## src/rtl/irq_mirror_pkg.sv

```systemverilog
// Package: offsets, bit positions and widths shared by the interrupt
// status mirror. Assumes byte-addressed configuration space, 8-bit bytes.
package irq_mirror_pkg;
    localparam int NUM_CH   = 2;
    localparam int BYTE_W   = 8;
    localparam int ADDR_W   = 8;
    localparam int LANES    = 4;
    localparam int DATA_W   = LANES * BYTE_W;

    localparam logic [ADDR_W-1:0] OFS_LEG0 = 8'h50;
    localparam logic [ADDR_W-1:0] OFS_LEG1 = 8'h57;
    localparam logic [ADDR_W-1:0] OFS_MODE = 8'h71;

    localparam int LEG0_PEND_BIT = 2;
    localparam int LEG1_PEND_BIT = 4;
    localparam int MODE_PEND_LSB = 2;
    localparam int MODE_BLK_LSB  = 4;

    typedef logic [BYTE_W-1:0] byte_t;

    // Interrupt level from a mode byte: pending and not blocked, any channel.
    function automatic logic irq_level(input byte_t mode);
        logic lvl;
        lvl = 1'b0;
        for (int c = 0; c < NUM_CH; c++) begin
            lvl = lvl | (mode[MODE_PEND_LSB+c] & ~mode[MODE_BLK_LSB+c]);
        end
        return lvl;
    endfunction
endpackage

```

## src/rtl/cfg_lane_decode.sv

```systemverilog
// Module: cfg_lane_decode
// Splits one dword configuration write into byte lanes and reports, per
// mirrored register, whether a lane hit it and which data byte landed
// there. Assumes at most one lane hits a given register per write.
module cfg_lane_decode
    import irq_mirror_pkg::*;
#(
    parameter int AW = ADDR_W,
    parameter int NL = LANES
) (
    input  logic            wr_en,
    input  logic [AW-1:0]   wr_addr,
    input  logic [NL-1:0]   wr_be,
    input  logic [NL*8-1:0] wr_data,
    output logic            hit_leg0,
    output logic            hit_leg1,
    output logic            hit_mode,
    output byte_t           dat_leg0,
    output byte_t           dat_leg1,
    output byte_t           dat_mode
);
    localparam int LSB_W = $clog2(NL);

    logic [NL-1:0] lane_leg0;
    logic [NL-1:0] lane_leg1;
    logic [NL-1:0] lane_mode;
    byte_t         lane_byte [NL];

    genvar g;
    generate
        for (g = 0; g < NL; g++) begin : g_lane
            logic [AW-1:0] lane_addr;
            // Byte address served by this lane.
            assign lane_addr    = {wr_addr[AW-1:LSB_W], LSB_W'(g)};
            assign lane_byte[g] = wr_data[g*8 +: 8];
            assign lane_leg0[g] = wr_en & wr_be[g] & (lane_addr == OFS_LEG0);
            assign lane_leg1[g] = wr_en & wr_be[g] & (lane_addr == OFS_LEG1);
            assign lane_mode[g] = wr_en & wr_be[g] & (lane_addr == OFS_MODE);
        end
    endgenerate

    assign hit_leg0 = |lane_leg0;
    assign hit_leg1 = |lane_leg1;
    assign hit_mode = |lane_mode;

    // Route the data byte of the hitting lane to each register.
    always_comb begin
        dat_leg0 = '0;
        dat_leg1 = '0;
        dat_mode = '0;
        for (int l = 0; l < NL; l++) begin
            if (lane_leg0[l]) dat_leg0 = dat_leg0 | lane_byte[l];
            if (lane_leg1[l]) dat_leg1 = dat_leg1 | lane_byte[l];
            if (lane_mode[l]) dat_mode = dat_mode | lane_byte[l];
        end
    end
endmodule

```

## src/rtl/chan_edge_detect.sv

```systemverilog
// Module: chan_edge_detect
// Registers each channel's interrupt level and flags rising and falling
// edges. Assumes the levels are already synchronous to clk.
module chan_edge_detect #(
    parameter int NCH = 2
) (
    input  logic           clk,
    input  logic           rst_n,
    input  logic [NCH-1:0] lvl,
    output logic [NCH-1:0] rise,
    output logic [NCH-1:0] fall
);
    logic [NCH-1:0] lvl_q;

    // Keep last cycle's levels for edge comparison.
    always_ff @(posedge clk) begin
        if (!rst_n) lvl_q <= '0;
        else        lvl_q <= lvl;
    end

    assign rise = lvl & ~lvl_q;
    assign fall = ~lvl & lvl_q;
endmodule

```

## src/rtl/mirror_state.sv

```systemverilog
// Module: mirror_state
// Holds the two legacy status bytes and the mode byte. Applies, in this
// order within one cycle: configuration write-1-to-clear with its
// directional copy, the I/O window block-bit load, then channel edges.
// Each step leaves both views in agreement. Exposes current and next
// mode bytes. Assumes one dword write per cycle.
module mirror_state
    import irq_mirror_pkg::*;
#(
    parameter int NCH = NUM_CH
) (
    input  logic           clk,
    input  logic           rst_n,
    input  logic           hit_leg0,
    input  logic           hit_leg1,
    input  logic           hit_mode,
    input  byte_t          dat_leg0,
    input  byte_t          dat_leg1,
    input  byte_t          dat_mode,
    input  logic           io_wr_en,
    input  byte_t          io_wr_data,
    input  logic [NCH-1:0] rise,
    input  logic [NCH-1:0] fall,
    output byte_t          leg0_q,
    output byte_t          leg1_q,
    output byte_t          mode_q,
    output byte_t          mode_nx
);
    byte_t leg0_nx;
    byte_t leg1_nx;

    // Next-state sequencing of all sync events for this cycle.
    always_comb begin
        leg0_nx = leg0_q;
        leg1_nx = leg1_q;
        mode_nx = mode_q;
        if (hit_leg0) begin
            leg0_nx[LEG0_PEND_BIT] = leg0_nx[LEG0_PEND_BIT] & ~dat_leg0[LEG0_PEND_BIT];
            mode_nx[MODE_PEND_LSB]   = leg0_nx[LEG0_PEND_BIT];
            mode_nx[MODE_PEND_LSB+1] = leg1_nx[LEG1_PEND_BIT];
        end
        if (hit_leg1) begin
            leg1_nx[LEG1_PEND_BIT] = leg1_nx[LEG1_PEND_BIT] & ~dat_leg1[LEG1_PEND_BIT];
            mode_nx[MODE_PEND_LSB]   = leg0_nx[LEG0_PEND_BIT];
            mode_nx[MODE_PEND_LSB+1] = leg1_nx[LEG1_PEND_BIT];
        end
        if (hit_mode) begin
            for (int c = 0; c < NCH; c++) begin
                mode_nx[MODE_PEND_LSB+c] = mode_nx[MODE_PEND_LSB+c] & ~dat_mode[MODE_PEND_LSB+c];
            end
            leg0_nx[LEG0_PEND_BIT] = mode_nx[MODE_PEND_LSB];
            leg1_nx[LEG1_PEND_BIT] = mode_nx[MODE_PEND_LSB+1];
        end
        if (io_wr_en) begin
            mode_nx[MODE_BLK_LSB +: NCH] = io_wr_data[MODE_BLK_LSB +: NCH];
        end
        for (int c = 0; c < NCH; c++) begin
            if (rise[c])      mode_nx[MODE_PEND_LSB+c] = 1'b1;
            else if (fall[c]) mode_nx[MODE_PEND_LSB+c] = 1'b0;
        end
        leg0_nx[LEG0_PEND_BIT] = mode_nx[MODE_PEND_LSB];
        leg1_nx[LEG1_PEND_BIT] = mode_nx[MODE_PEND_LSB+1];
    end

    // Register the three bytes; reset clears pending and block bits.
    always_ff @(posedge clk) begin
        if (!rst_n) begin
            leg0_q <= '0;
            leg1_q <= '0;
            mode_q <= '0;
        end else begin
            leg0_q <= leg0_nx;
            leg1_q <= leg1_nx;
            mode_q <= mode_nx;
        end
    end

    AST_MIRROR_CH0: assert property (@(posedge clk) disable iff (!rst_n)
        leg0_q[LEG0_PEND_BIT] == mode_q[MODE_PEND_LSB]);
    AST_MIRROR_CH1: assert property (@(posedge clk) disable iff (!rst_n)
        leg1_q[LEG1_PEND_BIT] == mode_q[MODE_PEND_LSB+1]);
    AST_RESERVED_ZERO: assert property (@(posedge clk) disable iff (!rst_n)
        ((leg0_q & ~byte_t'(1 << LEG0_PEND_BIT)) == '0) &&
        ((leg1_q & ~byte_t'(1 << LEG1_PEND_BIT)) == '0) &&
        ((mode_q & 8'hC3) == '0));
    AST_RISE_SETS0: assert property (@(posedge clk) disable iff (!rst_n)
        rise[0] |=> mode_q[MODE_PEND_LSB]);
    AST_RISE_SETS1: assert property (@(posedge clk) disable iff (!rst_n)
        rise[1] |=> mode_q[MODE_PEND_LSB+1]);
    AST_FALL_CLEARS0: assert property (@(posedge clk) disable iff (!rst_n)
        fall[0] |=> !mode_q[MODE_PEND_LSB]);
    AST_IO_KEEPS_PEND: assert property (@(posedge clk) disable iff (!rst_n)
        (io_wr_en && !hit_leg0 && !hit_leg1 && !hit_mode && rise == '0 && fall == '0)
        |=> $stable(mode_q[MODE_PEND_LSB +: NCH]));
endmodule

```

## src/rtl/irq_drive.sv

```systemverilog
// Module: irq_drive
// Registers the interrupt output from the next mode byte so it changes on
// the same edge as the registers. Assumes the mode layout in the package.
module irq_drive
    import irq_mirror_pkg::*;
(
    input  logic  clk,
    input  logic  rst_n,
    input  byte_t mode_nx,
    output logic  irq_out
);
    // Output flop of the combined interrupt level.
    always_ff @(posedge clk) begin
        if (!rst_n) irq_out <= 1'b0;
        else        irq_out <= irq_level(mode_nx);
    end
endmodule

```

## src/rtl/irq_mirror_top.sv

```systemverilog
// Module: irq_mirror_top
// Dual-channel interrupt status mirror: configuration write/read port,
// I/O window block-bit write, two channel level inputs, one interrupt.
// Assumes all inputs synchronous to clk.
module irq_mirror_top
    import irq_mirror_pkg::*;
(
    input  logic              clk,
    input  logic              rst_n,
    input  logic              cfg_wr_en,
    input  logic [ADDR_W-1:0] cfg_wr_addr,
    input  logic [LANES-1:0]  cfg_wr_be,
    input  logic [DATA_W-1:0] cfg_wr_data,
    input  logic [ADDR_W-1:0] cfg_rd_addr,
    output logic [BYTE_W-1:0] cfg_rd_data,
    input  logic [NUM_CH-1:0] chan_irq_lvl,
    input  logic              io_wr_en,
    input  logic [BYTE_W-1:0] io_wr_data,
    output logic              irq_out
);
    logic              hit_leg0, hit_leg1, hit_mode;
    byte_t             dat_leg0, dat_leg1, dat_mode;
    logic [NUM_CH-1:0] rise, fall;
    byte_t             leg0_q, leg1_q, mode_q, mode_nx;

    cfg_lane_decode #(.AW(ADDR_W), .NL(LANES)) u_dec (
        .wr_en(cfg_wr_en), .wr_addr(cfg_wr_addr), .wr_be(cfg_wr_be),
        .wr_data(cfg_wr_data), .hit_leg0(hit_leg0), .hit_leg1(hit_leg1),
        .hit_mode(hit_mode), .dat_leg0(dat_leg0), .dat_leg1(dat_leg1),
        .dat_mode(dat_mode)
    );

    chan_edge_detect #(.NCH(NUM_CH)) u_edge (
        .clk(clk), .rst_n(rst_n), .lvl(chan_irq_lvl), .rise(rise), .fall(fall)
    );

    mirror_state #(.NCH(NUM_CH)) u_state (
        .clk(clk), .rst_n(rst_n), .hit_leg0(hit_leg0), .hit_leg1(hit_leg1),
        .hit_mode(hit_mode), .dat_leg0(dat_leg0), .dat_leg1(dat_leg1),
        .dat_mode(dat_mode), .io_wr_en(io_wr_en), .io_wr_data(io_wr_data),
        .rise(rise), .fall(fall), .leg0_q(leg0_q), .leg1_q(leg1_q),
        .mode_q(mode_q), .mode_nx(mode_nx)
    );

    irq_drive u_irq (
        .clk(clk), .rst_n(rst_n), .mode_nx(mode_nx), .irq_out(irq_out)
    );

    // Byte read mux over the three mirrored offsets; others read zero.
    always_comb begin
        unique case (cfg_rd_addr)
            OFS_LEG0: cfg_rd_data = leg0_q;
            OFS_LEG1: cfg_rd_data = leg1_q;
            OFS_MODE: cfg_rd_data = mode_q;
            default:  cfg_rd_data = '0;
        endcase
    end

    AST_IRQ_MATCH: assert property (@(posedge clk) disable iff (!rst_n)
        irq_out == ((mode_q[2] & ~mode_q[4]) | (mode_q[3] & ~mode_q[5])));
endmodule

```

## config.mk

```make
export PLATFORM = sky130hd
export DESIGN_NAME = irq_mirror_top
export DESIGN_NICKNAME = d
export VERILOG_FILES = /design/src/rtl/irq_mirror_pkg.sv /design/src/rtl/cfg_lane_decode.sv /design/src/rtl/chan_edge_detect.sv /design/src/rtl/mirror_state.sv /design/src/rtl/irq_drive.sv /design/src/rtl/irq_mirror_top.sv
export SDC_FILE = /design/constraint.sdc
export NUM_CORES = 1
export LEC_CHECK = 0
export CAP_MARGIN = 20
export CORE_AREA = 8 8 45 47
export CTS_BUF_LIST = sky130_fd_sc_hd__clkbuf_4 sky130_fd_sc_hd__clkbuf_8 sky130_fd_sc_hd__clkbuf_16
export DETAILED_ROUTE_END_ITERATION = 12
export DIE_AREA = 0 0 53 55
export DONT_BUFFER_PORTS = 1
export GPL_TIMING_DRIVEN = 0
export SLEW_MARGIN = 20
export SYNTH_ARGS = -nofsm -noshare
export SYNTH_HDL_FRONTEND = slang
export SYNTH_SLANG_ARGS = --single-unit
```

## constraint.sdc

```tcl
create_clock -name clk -period 1.3 [get_ports clk]
set_input_delay 0.195 -clock clk [delete_from_list [all_inputs] [get_ports clk]]
set_output_delay 0.195 -clock clk [all_outputs]
set_load 0.02 [all_outputs]
```

==> impl_results.md, run 1 <==
- Worst-Margin Slew: 565.3 ps
- Number of antenna diodes: 0
- Port bufs: 0
- Placed cells: 66
- Hold Vio Cnt, Final: 0
- XOR/XNOR Fraction of Synth Area: 0.02059
- Seq cells post-synth: 7
- GR Overflow Total: 0
- Fin crit share: 0.9794
- Clk Tree Root Cell: clkbuf_4
- Syn Inst Count: 47
- Skew-Pair Late Insertion Delay: 240 ps
- Int Power: 0.4068 mW
- GRT Total Usage: 0.07937
- Sequential Power Share: 0.469
- IO Count: 75
- CP Capture Type: output port
- Number of global-route vias before repair: 383
- Min Hold Slack: 70.86 ps
- RD Place Congestion: 0.7085
- Core area: 0.001384 sq mm
- DR WL/cell: 16.07 um
- H-Tree Depth: 1
- Setup WS post-layout: 26.77 ps
- Compound-cell area share of the yosys netlist: 0.1382
- Global-route wire length before repair: 1745 um
- Hold Crit Class: primary input to flop
- Initial Utilization: 0.3074
- Synth Area in Adders: 0
- Endpoints failing setup: 0
- Number of CTS-inserted buffers: 3
- CTS sink cnt: 7
- Multiplexer share of the synthesized area: 0.04706
- Critical path fanouts, max: 3
- Post-route DRC: 0
- Clock Skews: 0.8607 ps
- Vias per inst: 5.186
- Total of max-cap violations: 0
- Largest net degree at the start of global routing: 9
- Comb power frac: 0.129
- Seq/Total Area, Yosys: 0.3294
- Cell variety after synth: 25
- Layout cell share with drive strength beyond 1: 0.2963
- Warnings, synthesis: 0
- Initial DRC count: 3
- Utilization after layout: 0.3843
- CTS tree: built
- Pre-CTS setup slack: -63.06 ps
- Clock buffer depth: 2
- WP data arrival: 1080 ps
- Max Fclk: 785.4 MHz
- Sw Share: 0.2225
- Max VDD drop: 571.3 uV
- Clk network pwr share: 0.402
- Mean Syn Cell Area: 9.051 sq um
- CTS clk-pin slew, worst paths: 50 ps
- Crit path kind: primary input to output port
- Die width: 53 um
- Area of the multi-input gates: 302.8 sq um
- Nets: 121
- Rel. slew slack: 0.6200
- Status: finished, final reports clean
- Simple-gate share of the synthesized area: 0.3676
- Net load switching power: 0.1164 mW
- Die area: 0.002915 sq mm
- Setup crit start kind: primary input
- Worst Path Required: 1110 ps
- RSZ-0062 raised after global routing: yes
- Routed Antenna Nets: 0
- Slew Viols, Final: 0
- Layout area overhead: 25.00%
- Via count: 363
- Finished Layout Cells: 70
- Routed wire length: 1125 um
- Filler cells: 141
- Initial antenna violation count: 0
- Reg area: 141.4 sq um
- Largest family of logic cells by synthesized area: simple AND/OR/NAND/NOR gates
- DIE HEIGHT: 55 um
- Final min period: 1273 ps
- Setup bufs post-CTS: 0
- Post-Syn Area: 425.4 sq um
- 1st-pass router iterations: 2
- Site Rows: 14
- Power Dens Cells: 983.8 mW/mm^2
- Lkg Pwr: 0.2017 nW
logic make-up (layout without fill, tap and decap cells):
family	count (synthesis)	in the layout
simple gates	23	23
compound gates	7	7
flops	7	7
buf+inv	6	10
mux	2	2
other cells	1	4
xor+xnor	1	1
layout by cell type (no fill, tap or decap), drive strengths merged, types with 2 or more instances in the layout:
| cell | count |
|---|---|
| nor4 | 2 |
| mux2i | 2 |
| nand3b | 3 |
| conb | 4 |
| dfxtp | 7 |
| inv | 2 |
| buf | 4 |
| and2 | 5 |
| nand4b | 2 |
| nand2 | 3 |
| nor2b | 2 |
| clkbuf | 4 |
stage by stage:
step / TNS, ps / instance area [sq um] / power [mW]
after global routing: -145.6 / 531.8 / 0.5547
after floorplan: 0 / 442.9 / 0.3043
after CTS: -46.46 / 504.2 / 0.5264
after global placement: -243.7 / 462.9 / 0.3113
after detailed placement: -140.3 / 462.9 / 0.3117
final: 0 / 531.8 / 0.5232
routing by layer:
metal  vias up  share of wire  GRT usage
met5         -              0          0
met2        21           0.49     0.1348
met1       158           0.32    0.07786
li1        182              -          -
met4         0         0.0071    0.02586
met3         2           0.18    0.05080
power groups by stage:
stage	Sequential [mW]	Combinational (mW)	Clock [mW]
3_5_place_dp	0.249	0.0627	0
4_1_cts	0.245	0.0643	0.217
5_1_grt	0.248	0.0753	0.232
6_report	0.245	0.0673	0.210
2_1_floorplan	0.246	0.0583	0
3_3_place_gp	0.249	0.0624	0
layout make-up:
| type | instances | share of cell area |
|---|---|---|
| flip-flops and latches | 7 | 0.2659 |
| plain buffers | 4 | 0.05647 |
| multi-input cells | 37 | 0.5694 |
| clock buffers | 4 | 0.05647 |
| inverters | 2 | 0.01412 |
| well taps | 16 | 0.03765 |
what timing repair did:
| action | in CTS | in global routing |
|---|---|---|
| gates resized for setup | 2 | 7 |
| gates cloned | 0 | 0 |
| endpoints found under the setup margin | 3 | 4 |
| hold buffers | 0 | 0 |
| pin swaps | 0 | 0 |
synthesized netlist by cell type, drive strengths merged:
cell / count / share of area
dfxtp: 7 / 0.33
and2: 5 / 0.074
buf: 4 / 0.071
nand2: 3 / 0.026
nand3b: 3 / 0.053
inv: 2 / 0.018
mux2i: 2 / 0.047
nand4b: 2 / 0.041
nor2b: 2 / 0.029
nor4: 2 / 0.029
a2111oi: 1 / 0.021
a211o: 1 / 0.021
a32o: 1 / 0.024
a41o: 1 / 0.024
and3b: 1 / 0.021
conb: 1 / 0.0088
nand3: 1 / 0.012
nand4: 1 / 0.015
nand4bb: 1 / 0.026
o21ai: 1 / 0.012
o2bb2ai: 1 / 0.021
o31ai: 1 / 0.018
or2b: 1 / 0.021
or3b: 1 / 0.021
xnor2: 1 / 0.021
registers in the layout (all words and copies together), names as in the netlist:
| name | cells |
|---|---|
| u_irq.irq_out | 1 |
| u_state.mode_q | 4 |
| u_edge.lvl_q | 2 |
final timing paths:
check,endpoint,start,slack (ps),cells after the start
worst max-delay path,cfg_rd_data[3],cfg_rd_addr[7],30,3
worst max register to register,u_irq.irq_out$_SDFF_PN0_,u_edge.lvl_q[0]$_SDFF_PN0_,140,3
worst min register to register,u_state.mode_q[4]$_SDFF_PN0_,u_state.mode_q[4]$_SDFF_PN0_,540,2
worst min-delay path,u_edge.lvl_q[1]$_SDFF_PN0_,chan_irq_lvl[1],70,1
critical path, stage by stage:
cell and delay (ps):
nand4bb_2 320, nor4_4 310, and2_2 260
Note: power is estimated with default switching activity, not from simulation.
==> run 2, diff against run 1 <==
--- a/config.mk
+++ b/config.mk
@@ -5,7 +5,6 @@
 export SDC_FILE = /design/constraint.sdc
 export NUM_CORES = 1
 export LEC_CHECK = 0
-export CAP_MARGIN = 20
 export CORE_AREA = 8 8 45 47
 export CTS_BUF_LIST = sky130_fd_sc_hd__clkbuf_4 sky130_fd_sc_hd__clkbuf_8 sky130_fd_sc_hd__clkbuf_16
 export DETAILED_ROUTE_END_ITERATION = 12
==> results of run 2 <==
The final DEF is identical to that of run 1; final timing and power are the same.
==> run 3, diff against run 2 <==
--- a/config.mk
+++ b/config.mk
@@ -11,7 +11,7 @@
 export DIE_AREA = 0 0 53 55
 export DONT_BUFFER_PORTS = 1
 export GPL_TIMING_DRIVEN = 0
-export SLEW_MARGIN = 20
+export SLEW_MARGIN = 30
 export SYNTH_ARGS = -nofsm -noshare
 export SYNTH_HDL_FRONTEND = slang
 export SYNTH_SLANG_ARGS = --single-unit
==> results of run 3 <==
The final DEF is identical to that of run 1; final timing and power are the same.
